<file path="config.mk">
export PLATFORM = sky130hd
export DESIGN_NAME = msync_top
export DESIGN_NICKNAME = d
export VERILOG_FILES = /design/src/rtl/msync_pkg.sv /design/src/rtl/msync_osc.sv /design/src/rtl/msync_activity.sv /design/src/rtl/msync_seq.sv /design/src/rtl/msync_top.sv
export SDC_FILE = /design/constraint.sdc
export NUM_CORES = 1
export LEC_CHECK = 0
export BUFFER_PORTS_ARGS = -buffer_cell sky130_fd_sc_hd__clkbuf_2
export CAP_MARGIN = 5
export CORE_ASPECT_RATIO = 1.5
export CORE_MARGIN = 3
export CORE_UTILIZATION = 30
export DETAILED_ROUTE_END_ITERATION = 10
export GPL_TIMING_DRIVEN = 0
export PLACE_DENSITY_LB_ADDON = 0.3
export SYNTH_ARGS = -nofsm -noshare
export SYNTH_HDL_FRONTEND = slang
export SYNTH_SLANG_ARGS = --single-unit
export TNS_END_PERCENT = 1
</file>
<file path="constraint.sdc">
create_clock -name osc_clk -period 2.65 [get_ports osc_clk]
set_clock_uncertainty 0.15 [all_clocks]
set_input_delay 0.53 -clock osc_clk [delete_from_list [all_inputs] [get_ports osc_clk]]
set_output_delay 0.53 -clock osc_clk [all_outputs]
set_load 0.02 [all_outputs]
</file>
<file path="src/rtl/msync_pkg.sv">
package msync_pkg;

    typedef enum logic [2:0] {
        ST_OFF,
        ST_REF,
        ST_TRAIN,
        ST_INT,
        ST_ACQ,
        ST_PULSE,
        ST_GATE,
        ST_EXT
    } seq_state_e;

endpackage

</file>
<file path="src/rtl/msync_osc.sv">
module msync_osc (
    input  logic osc_clk,
    input  logic rst_n,
    input  logic run,
    output logic int_clk
);

    typedef struct packed {
        logic ph;
    } osc_t;

    osc_t osc_d, osc_q;

    always_comb begin
        osc_d = osc_q;
        if (run) begin
            osc_d.ph = ~osc_q.ph;
        end else begin
            osc_d.ph = 1'b0;
        end
    end

    always_ff @(posedge osc_clk or negedge rst_n) begin
        if (!rst_n) begin
            osc_q <= '0;
        end else begin
            osc_q <= osc_d;
        end
    end

    assign int_clk = osc_q.ph;

    p_stopped_low_r1: assert property (@(posedge osc_clk) disable iff (!rst_n)
        !run |=> !int_clk);

endmodule

</file>
<file path="src/rtl/msync_activity.sv">
module msync_activity #(
    parameter int STAGES   = 2,
    parameter int LOSS_LEN = 32
) (
    input  logic osc_clk,
    input  logic rst_n,
    input  logic clear,
    input  logic sync_in,
    output logic sync_s,
    output logic edge_seen,
    output logic alive
);

    localparam int IW = $clog2(LOSS_LEN + 1);

    typedef struct packed {
        logic [STAGES-1:0] sh;
        logic              last;
        logic [IW-1:0]     idle;
    } act_t;

    act_t act_d, act_q;

    always_comb begin
        act_d      = act_q;
        act_d.sh   = {act_q.sh[STAGES-2:0], sync_in};
        act_d.last = act_q.sh[STAGES-1];
        if (clear) begin
            act_d.idle = IW'(LOSS_LEN);
        end else if (act_q.sh[STAGES-1] ^ act_q.last) begin
            act_d.idle = '0;
        end else if (act_q.idle < IW'(LOSS_LEN)) begin
            act_d.idle = act_q.idle + 1'b1;
        end
    end

    always_ff @(posedge osc_clk or negedge rst_n) begin
        if (!rst_n) begin
            act_q      <= '0;
            act_q.idle <= IW'(LOSS_LEN);
        end else begin
            act_q <= act_d;
        end
    end

    assign sync_s    = act_q.sh[STAGES-1];
    assign edge_seen = act_q.sh[STAGES-1] ^ act_q.last;
    assign alive     = act_q.idle < IW'(LOSS_LEN);

    p_idle_cap_r8: assert property (@(posedge osc_clk) disable iff (!rst_n)
        act_q.idle <= IW'(LOSS_LEN));

    p_edge_revives_r8: assert property (@(posedge osc_clk) disable iff (!rst_n)
        (edge_seen && !clear) |=> alive);

endmodule

</file>
<file path="src/rtl/msync_seq.sv">
module msync_seq
    import msync_pkg::*;
#(
    parameter int REF_CYC   = 1,
    parameter int TRAIN_CYC = 127,
    parameter int ACQ_CYC   = 4
) (
    input  logic       osc_clk,
    input  logic       rst_n,
    input  logic       shdn_n,
    input  logic       int_clk,
    input  logic       sync_s,
    input  logic       edge_seen,
    input  logic       alive,
    output seq_state_e state
);

    localparam int REF_LEN   = 2 * REF_CYC;
    localparam int TRAIN_LEN = 2 * TRAIN_CYC;
    localparam int ACQ_LEN   = 2 * ACQ_CYC;
    localparam int MAX_LEN   = (TRAIN_LEN > ACQ_LEN) ?
                               ((TRAIN_LEN > REF_LEN) ? TRAIN_LEN : REF_LEN) :
                               ((ACQ_LEN > REF_LEN) ? ACQ_LEN : REF_LEN);
    localparam int CW        = $clog2(MAX_LEN + 1);

    typedef struct packed {
        seq_state_e    st;
        logic [CW-1:0] cnt;
    } seq_t;

    seq_t seq_d, seq_q;

    always_comb begin
        seq_d     = seq_q;
        seq_d.cnt = seq_q.cnt + 1'b1;
        if (!shdn_n) begin
            seq_d.st  = ST_OFF;
            seq_d.cnt = '0;
        end else begin
            unique case (seq_q.st)
                ST_OFF: begin
                    seq_d.st  = ST_REF;
                    seq_d.cnt = '0;
                end
                ST_REF: begin
                    if (seq_q.cnt == CW'(REF_LEN - 1)) begin
                        seq_d.st  = ST_TRAIN;
                        seq_d.cnt = '0;
                    end
                end
                ST_TRAIN: begin
                    if (seq_q.cnt == CW'(TRAIN_LEN - 1)) begin
                        seq_d.st  = alive ? ST_PULSE : ST_INT;
                        seq_d.cnt = '0;
                    end
                end
                ST_INT: begin
                    seq_d.cnt = '0;
                    if (edge_seen) begin
                        seq_d.st = ST_ACQ;
                    end
                end
                ST_ACQ: begin
                    if (seq_q.cnt >= CW'(ACQ_LEN - 1)) begin
                        seq_d.cnt = seq_q.cnt;
                        if (!int_clk) begin
                            seq_d.st  = alive ? ST_GATE : ST_INT;
                            seq_d.cnt = '0;
                        end
                    end
                end
                ST_PULSE: begin
                    seq_d.st  = ST_GATE;
                    seq_d.cnt = '0;
                end
                ST_GATE: begin
                    seq_d.cnt = '0;
                    if (!alive && !int_clk) begin
                        seq_d.st = ST_INT;
                    end else if (!sync_s) begin
                        seq_d.st = ST_EXT;
                    end
                end
                ST_EXT: begin
                    seq_d.cnt = '0;
                    if (!alive && !int_clk) begin
                        seq_d.st = ST_INT;
                    end
                end
                default: begin
                    seq_d.st  = ST_OFF;
                    seq_d.cnt = '0;
                end
            endcase
        end
    end

    always_ff @(posedge osc_clk or negedge rst_n) begin
        if (!rst_n) begin
            seq_q <= '{st: ST_OFF, cnt: '0};
        end else begin
            seq_q <= seq_d;
        end
    end

    assign state = seq_q.st;

    p_ref_to_train_r2: assert property (@(posedge osc_clk) disable iff (!rst_n)
        ($past(seq_q.st) == ST_REF && seq_q.st != ST_REF && $past(shdn_n))
        |-> seq_q.st == ST_TRAIN);

    p_train_exit_r4: assert property (@(posedge osc_clk) disable iff (!rst_n)
        ($past(seq_q.st) == ST_TRAIN && seq_q.st != ST_TRAIN && $past(shdn_n))
        |-> (seq_q.st == ST_INT || seq_q.st == ST_PULSE));

endmodule

</file>
<file path="src/rtl/msync_top.sv">
module msync_top
    import msync_pkg::*;
#(
    parameter int SYNC_STAGES = 2,
    parameter int REF_CYC     = 1,
    parameter int TRAIN_CYC   = 127,
    parameter int ACQ_CYC     = 4,
    parameter int LOSS_CYC    = 16
) (
    input  logic osc_clk,
    input  logic rst_n,
    input  logic shdn_n,
    input  logic sync_in,
    output logic mod_clk,
    output logic sync_out,
    output logic mode_int,
    output logic mode_ext,
    output logic training,
    output logic locked
);

    localparam int LOSS_LEN = 2 * LOSS_CYC;

    seq_state_e state;
    logic       int_clk;
    logic       sync_s;
    logic       edge_seen;
    logic       alive;
    logic       osc_run;

    assign osc_run = (state != ST_OFF);

    msync_osc u_osc (
        .osc_clk (osc_clk),
        .rst_n   (rst_n),
        .run     (osc_run),
        .int_clk (int_clk)
    );

    msync_activity #(
        .STAGES   (SYNC_STAGES),
        .LOSS_LEN (LOSS_LEN)
    ) u_act (
        .osc_clk   (osc_clk),
        .rst_n     (rst_n),
        .clear     (state == ST_OFF),
        .sync_in   (sync_in),
        .sync_s    (sync_s),
        .edge_seen (edge_seen),
        .alive     (alive)
    );

    msync_seq #(
        .REF_CYC   (REF_CYC),
        .TRAIN_CYC (TRAIN_CYC),
        .ACQ_CYC   (ACQ_CYC)
    ) u_seq (
        .osc_clk   (osc_clk),
        .rst_n     (rst_n),
        .shdn_n    (shdn_n),
        .int_clk   (int_clk),
        .sync_s    (sync_s),
        .edge_seen (edge_seen),
        .alive     (alive),
        .state     (state)
    );

    always_comb begin
        mod_clk  = 1'b0;
        sync_out = 1'b0;
        unique case (state)
            ST_TRAIN, ST_ACQ: begin
                mod_clk  = int_clk;
                sync_out = int_clk;
            end
            ST_INT:   mod_clk = int_clk;
            ST_PULSE: mod_clk = 1'b1;
            ST_EXT: begin
                mod_clk  = sync_s;
                sync_out = sync_s;
            end
            default: begin
                mod_clk  = 1'b0;
                sync_out = 1'b0;
            end
        endcase
    end

    assign training = (state == ST_TRAIN);
    assign mode_int = (state == ST_INT) || (state == ST_ACQ);
    assign mode_ext = (state == ST_PULSE) || (state == ST_GATE) || (state == ST_EXT);
    assign locked   = (state == ST_EXT);

    p_quiet_r1: assert property (@(posedge osc_clk) disable iff (!rst_n)
        !shdn_n |=> (!mod_clk && !sync_out && !locked));

    p_train_toggle_r3: assert property (@(posedge osc_clk) disable iff (!rst_n)
        (training && $past(training)) |-> (sync_out != $past(sync_out)));

    p_int_clock_r4: assert property (@(posedge osc_clk) disable iff (!rst_n)
        (state == ST_INT && $past(state) == ST_INT) |-> (mod_clk != $past(mod_clk)));

    p_pulse_high_r5: assert property (@(posedge osc_clk) disable iff (!rst_n)
        ($past(training) && mode_ext) |-> mod_clk);

    p_pulse_single_r5: assert property (@(posedge osc_clk) disable iff (!rst_n)
        ($past(training) && mode_ext && shdn_n) |=> !mod_clk);

    p_follow_r6: assert property (@(posedge osc_clk) disable iff (!rst_n)
        locked |-> (sync_out == mod_clk));

    p_flags_r9: assert property (@(posedge osc_clk) disable iff (!rst_n)
        $onehot0({mode_int, mode_ext, training}));

    p_lock_ext_r9: assert property (@(posedge osc_clk) disable iff (!rst_n)
        locked |-> mode_ext);

    p_shut_r10: assert property (@(posedge osc_clk) disable iff (!rst_n)
        !shdn_n |=> !(training || mode_int || mode_ext));

endmodule

</file>
* Yosys cells after proc, flatten, opt, wreduce, memory -nomap -nowiden
Index checks and enable logic that the tools add are counted.
** Word-level totals
- Memories kept :: 0
- Latch bits :: 0
- Register bits after elaboration :: 21
- Bits of input ports :: 4
- Bits in writable memories :: 0
- Bits in read-only memories :: 0
- Output and inout bits :: 6
** Cells by class
- Add/sub/neg operators :: 2
- $lt $le $gt $ge :: 2
- Bitwise gates (word level) :: 2
- Reduce and logical (&&, ||, !) cells :: 12
- Shifts and indexed selects :: 0
- Divide/modulo/power cells :: 0
- Multipliers :: 0
- Muxes and demuxes :: 18
- Equality and inequality tests :: 17
** Operator list (number)
- $pmux 11 s8 :: 1
- $mux 11 :: 5
- $mux 3 :: 6
- $mux 6 :: 3
- $eq 3x3->1 const B :: 4
- $ne 3x2->1 const B :: 4
- $add 8x1->8 const B :: 1
- $eq 8x1->1 const B :: 1
- $eq 8x8->1 const B :: 1
- $ge 8x3->1 const B :: 1
- $reduce_and 7->1 :: 1
- $add 6x1->6 const B :: 1
- $eq 3x2->1 const B :: 2
- $lt 6x6->1 const B :: 1
- $ne 3x3->1 const B :: 2
- $reduce_bool 3->1 :: 2
- $ne 4x3->1 const B :: 1
- $ne 4x4->1 const B :: 1
- $eq 3x1->1 const B :: 1
- $logic_not 3->1 :: 1
- $logic_or 1x1->1 :: 3
- $pmux 1 s3 :: 1
- $reduce_or 3->1 :: 1
- $logic_not 1->1 :: 2
- 6 further kinds :: 6

* Longest topological paths before layout
- Depth in word-level cells :: 6
- Mapped depth :: 8
- Mapped depth without buffers :: 7

* Modules after synthesis
A second synthesis with hierarchy kept.
** Unflattened totals
- Cell total of the unflattened synthesis :: 148
- Area, all modules :: 1357.6 um2
** Modules (own cells, without submodules)
- msync_seq :: cells each 100, times used 1, sequential area each 275.3 um2, area each 839.6 um2
- msync_activity :: cells each 31, times used 1, sequential area each 226.5 um2, area each 386.6 um2
- msync_top :: cells each 15, times used 1, sequential area each 0.0 um2, area each 92.6 um2
- msync_osc :: cells each 2, times used 1, sequential area each 25.0 um2, area each 38.8 um2

* Worst setup path after synthesis
OpenSTA, ideal clock, no wires.
- Kind :: reg-to-output
- Start :: register u_seq.seq_q (netlist bit u_seq.state[1])
- End :: output port sync_out
- Setup slack :: 633 ps
- Data arrival time :: 1337 ps
- Stages on the path, launching flop included :: 4
- Data required time :: 1970 ps
- Path buffers :: 1
- Cell sequence :: dfrtp_1 > clkbuf_1 > inv_1 > o31ai_1
** Between the ends
- Word-level cells in the longest chain between the ends :: 3
- Elaborated cells on any way between the ends :: 5
- Those cells by class :: eq/ne: 3; mux: 1; reduce/logical: 1
** RTL lines
- start, declared :: line msync_seq.sv:31 : seq_t seq_d, seq_q;
- start signal, assigned :: line msync_seq.sv:100 : seq_q <= '{st: ST_OFF, cnt: '0};
- start signal, assigned :: line msync_seq.sv:102 : seq_q <= seq_d;
- $eq 3x2->1 / $eq 3x3->1 (equally long branches) :: line msync_top.sv:71 : unique case (state)
- $reduce_or 2->1 :: line msync_top.sv:71
- $pmux 1 s2 (*) :: line msync_top.sv:71
- end, declared :: line msync_top.sv:15 : output logic sync_out,
Every way passes the cells marked *; elsewhere a longest branch is shown, timed or not.

* Final worst setup path
Ends and elaborated chain as after synthesis.

==> flow_results.xml <==
<?xml version="1.0" encoding="UTF-8"?>
<metrics>
  <group name="clocking">
    <metric name="worstSkewPairLatency" unit="ps">260</metric>
    <metric name="clkSlewWorstSetupHoldPaths" unit="ps">80</metric>
    <metric name="cts_hold_buffers" unit="">0</metric>
    <metric name="num_cts_buffers" unit="">3</metric>
    <metric name="ctsRootBufferMaster" unit="">sky130_fd_sc_hd__clkbuf_8</metric>
    <metric name="post-cts-setup-buffer-count" unit="">0</metric>
    <metric name="ctsHtreeMaxLevel" unit="">1</metric>
    <metric name="cts-resized-gates" unit="">0</metric>
    <metric name="tritoncts" unit="">done</metric>
    <metric name="clockBufferDepth" unit="">2</metric>
    <metric name="clock_sinks" unit="">21</metric>
  </group>
  <group name="sta">
    <metric name="slew_headroom" unit="%">63.4</metric>
    <metric name="grt_setup_unrepaired" unit="">false</metric>
    <metric name="worstMarginPinSlew" unit="ps">549</metric>
    <metric name="report.final.hold_viol_count" unit="">0</metric>
    <metric name="fin_hold_ws" unit="ps">91.7</metric>
    <metric name="achievable-frequency" unit="MHz">422</metric>
    <metric name="timing.final.crit_share" unit="%">89.5</metric>
    <metric name="slew_viol_final" unit="">0</metric>
    <metric name="post-route-min-period" unit="ps">2370</metric>
    <metric name="setup_violations" unit="">0</metric>
    <metric name="totalNegativeSetupSlack" unit="ps">0</metric>
  </group>
  <group name="routing">
    <metric name="first_iter_violations" unit="">67</metric>
    <metric name="wirelength" unit="um">2910</metric>
    <metric name="route.antenna.remaining_nets" unit="">0</metric>
    <metric name="drc_violations" unit="">0</metric>
    <metric name="wl_per_cell" unit="um">14.2</metric>
    <metric name="detailedRoute.firstPassIterationCount" unit="">4</metric>
    <metric name="routed-via-count" unit="">1132</metric>
    <metric name="via_per_inst" unit="">5.52</metric>
  </group>
  <group name="placed_design">
    <metric name="post-place-cells" unit="">201</metric>
    <metric name="gp_routability_congestion" unit="">0.929</metric>
    <metric name="io_port_bufs" unit="">9</metric>
    <metric name="dp_hpwl" unit="um">2220</metric>
  </group>
  <group name="job">
    <metric name="max_cap_violations" unit="">0</metric>
  </group>
  <group name="synthesis">
    <metric name="syn_nets" unit="">153</metric>
    <metric name="synthTopCellsByArea" unit="">sky130_fd_sc_hd__dfrtp_1 37%, sky130_fd_sc_hd__nor2_1 4.4%, sky130_fd_sc_hd__nand2_1 3.6%</metric>
    <metric name="synth.yosys.seq_area_share" unit="%">38.7</metric>
    <metric name="synth_top_cells_by_count" unit="">20 x sky130_fd_sc_hd__dfrtp_1, 16 x sky130_fd_sc_hd__nor2_1, 13 x sky130_fd_sc_hd__nand2_1</metric>
    <metric name="post_synthesis_sequential_element_count" unit="">21</metric>
    <metric name="synth_ff_type" unit="">sky130_fd_sc_hd__dfrtp_1</metric>
    <metric name="netlist_instances" unit="">146</metric>
    <metric name="yosysTopAreaCellShare" unit="%">36.8</metric>
    <metric name="synth_async_reset_ratio" unit="%">100</metric>
    <metric name="synth_area_leader_cell" unit="">sky130_fd_sc_hd__dfrtp_1</metric>
    <metric name="synth_most_common_cell" unit="">sky130_fd_sc_hd__dfrtp_1</metric>
    <metric name="synth_edf_count" unit="">0</metric>
    <metric name="synth.distinct_cells" unit="">48</metric>
    <metric name="post_synthesis_average_cell_area" unit="um2">9.32</metric>
    <metric name="ys.warnings.count" unit="">0</metric>
    <metric name="synth_area" unit="mm2">0.00136</metric>
  </group>
  <group name="global_route">
    <metric name="initial_antenna_violation_count" unit="">0</metric>
    <metric name="vias_in_the_first_global_route" unit="">1182</metric>
    <metric name="congestion_overflow_gr" unit="">0</metric>
    <metric name="groute.usage.overall" unit="%">12.5</metric>
    <metric name="largest_net_degree_at_the_start_of_global_routing" unit="">22</metric>
    <metric name="grt_pass1_wl" unit="um">5240</metric>
  </group>
  <group name="floorplanning">
    <metric name="placeableCoreArea" unit="mm2">0.00432</metric>
    <metric name="ios" unit="">10</metric>
    <metric name="initial_core_util" unit="%">31.5</metric>
    <metric name="die_width" unit="um">61.0</metric>
    <metric name="std_cell_rows" unit="">29</metric>
    <metric name="die_area" unit="mm2">0.00539</metric>
    <metric name="die_ht" unit="um">88.5</metric>
  </group>
  <group name="worst_hold_path">
    <metric name="hold_path.class" unit="">input pin to async pin</metric>
  </group>
  <group name="critical_path">
    <metric name="worst-setup-path-type" unit="">register to output port</metric>
    <metric name="worst_setup_path_start_kind" unit="">register</metric>
    <metric name="rrSetupSlack" unit="ps">530</metric>
    <metric name="critPathArrivalTime" unit="ps">1690</metric>
    <metric name="critPathCaptureType" unit="">output port</metric>
    <metric name="crit_fanout" unit="">10</metric>
    <metric name="cp.required" unit="ps">1970</metric>
  </group>
  <group name="pwr">
    <metric name="power_density" unit="mW/mm2">755</metric>
    <metric name="total_power" unit="mW">1.14</metric>
    <metric name="power_leakage" unit="nW">0.705</metric>
    <metric name="worst_ir_drop_on_vdd" unit="mV">0.190</metric>
  </group>
  <group name="cells_and_area">
    <metric name="areaGrowthSynthToFinish" unit="%">10.9</metric>
    <metric name="fraction_of_final_layout_cells_sized_beyond_drive_strength_1" unit="%">18.9</metric>
    <metric name="n_antenna_cell" unit="">0</metric>
    <metric name="layout.filler_cells" unit="">445</metric>
    <metric name="finish.utilization" unit="%">34.9</metric>
    <metric name="finalNonFillerCells" unit="">205</metric>
    <metric name="fin_nets" unit="">167</metric>
  </group>
  <group name="outcome">
    <metric name="run_status" unit="">complete, no violations</metric>
  </group>
</metrics>
-- area by class of cell --
class	instances	area (um2)	share of cell area, %
plain buffers	8	47.5	3.15
clock buffers	3	41.3	2.74
clock inverters	1	5.00	0.332
inverters	8	30.0	1.99
multi-input cells	109	756	50.1
flip-flops and latches	21	527	34.9
well taps	46	57.6	3.81
repair buffers	9	45.0	2.99
-- stage by stage --
| stage | setup slack, ps | cell area, um2 |
|---|---|---|
| 2_1_floorplan | 633 | 1360 |
| 3_3_place_gp | 562 | 1460 |
| 3_5_place_dp | 530 | 1460 |
| 4_1_cts | 292 | 1510 |
| 5_1_grt | 135 | 1510 |
| 6_report | 279 | 1510 |
-- metal layers --
metal / GRT usage (%) / up-vias / routed length [um]
met4: 5.33 / 0 / 84
li1: - / 555 / -
met2: 20.9 / 18 / 1440
met1: 15.4 / 550 / 1320
met3: 2.19 / 9 / 62
met5: 0 / - / 0
-- critical path: stages (launching register included) --
cell,delay [ps]
sky130_fd_sc_hd__dfrtp_1,380
sky130_fd_sc_hd__clkbuf_1,370
sky130_fd_sc_hd__inv_1,220
sky130_fd_sc_hd__o31ai_1,270
sky130_fd_sc_hd__clkbuf_2,200
-- flip-flops by register name, indices dropped and copies added, names as in the netlist --
name           flops
u_act.act_q        7
u_seq.seq_q        8
u_osc.int_clk      1
u_act.sync_s       1
u_act.act_d        1
u_seq.state        3
-- cells in the final DEF (no fill, tap or decap), drive strengths merged, types with 3 or more instances in the layout --
cell type  instances
nand3              7
nor2              16
a22o               4
and3               4
a21o               6
mux2i              3
buf                6
a21oi              7
nand2             13
a31oi              3
inv                8
ha                 3
xor2               4
clkbuf            14
o31ai              3
o21ai              5
dfrtp             20
-- worst paths after layout --
| check | endpoint | cells past startpoint | startpoint |
|---|---|---|---|
| max | sync_out | 4 | u_seq.state[1] |
| min | u_seq.seq_q[0] | 1 | rst_n |
| max reg2reg | u_seq.seq_q[3] | 6 | u_seq.seq_q[0] |
| min reg2reg | u_act.sync_s | 0 | u_act.act_d[8] |
| max in group asynchronous | u_act.act_q[5] | 1 | rst_n |
| min in group osc_clk | u_act.sync_s | 0 | u_act.act_d[8] |
-- cells by family after synthesis --
kind of cell	count (synthesis)	share of synthesized area, %
AOI/OAI and AO/OA	41	23.4
xor gates and xnor gates	5	3.22
adders and majority gates	3	2.76
buffers and inverters	16	5.70
DFF	21	38.7
muxes	5	3.86
and+or+nand+nor	55	22.4
-- report_power, final --
part / internal [mW] / switching [mW] / leakage, nW
sequential: 0.363 / 0.0412 / 0.280
combinational: 0.211 / 0.314 / 0.400
clock: 0.105 / 0.106 / 0.0255
(Power assumes the default switching activity.)
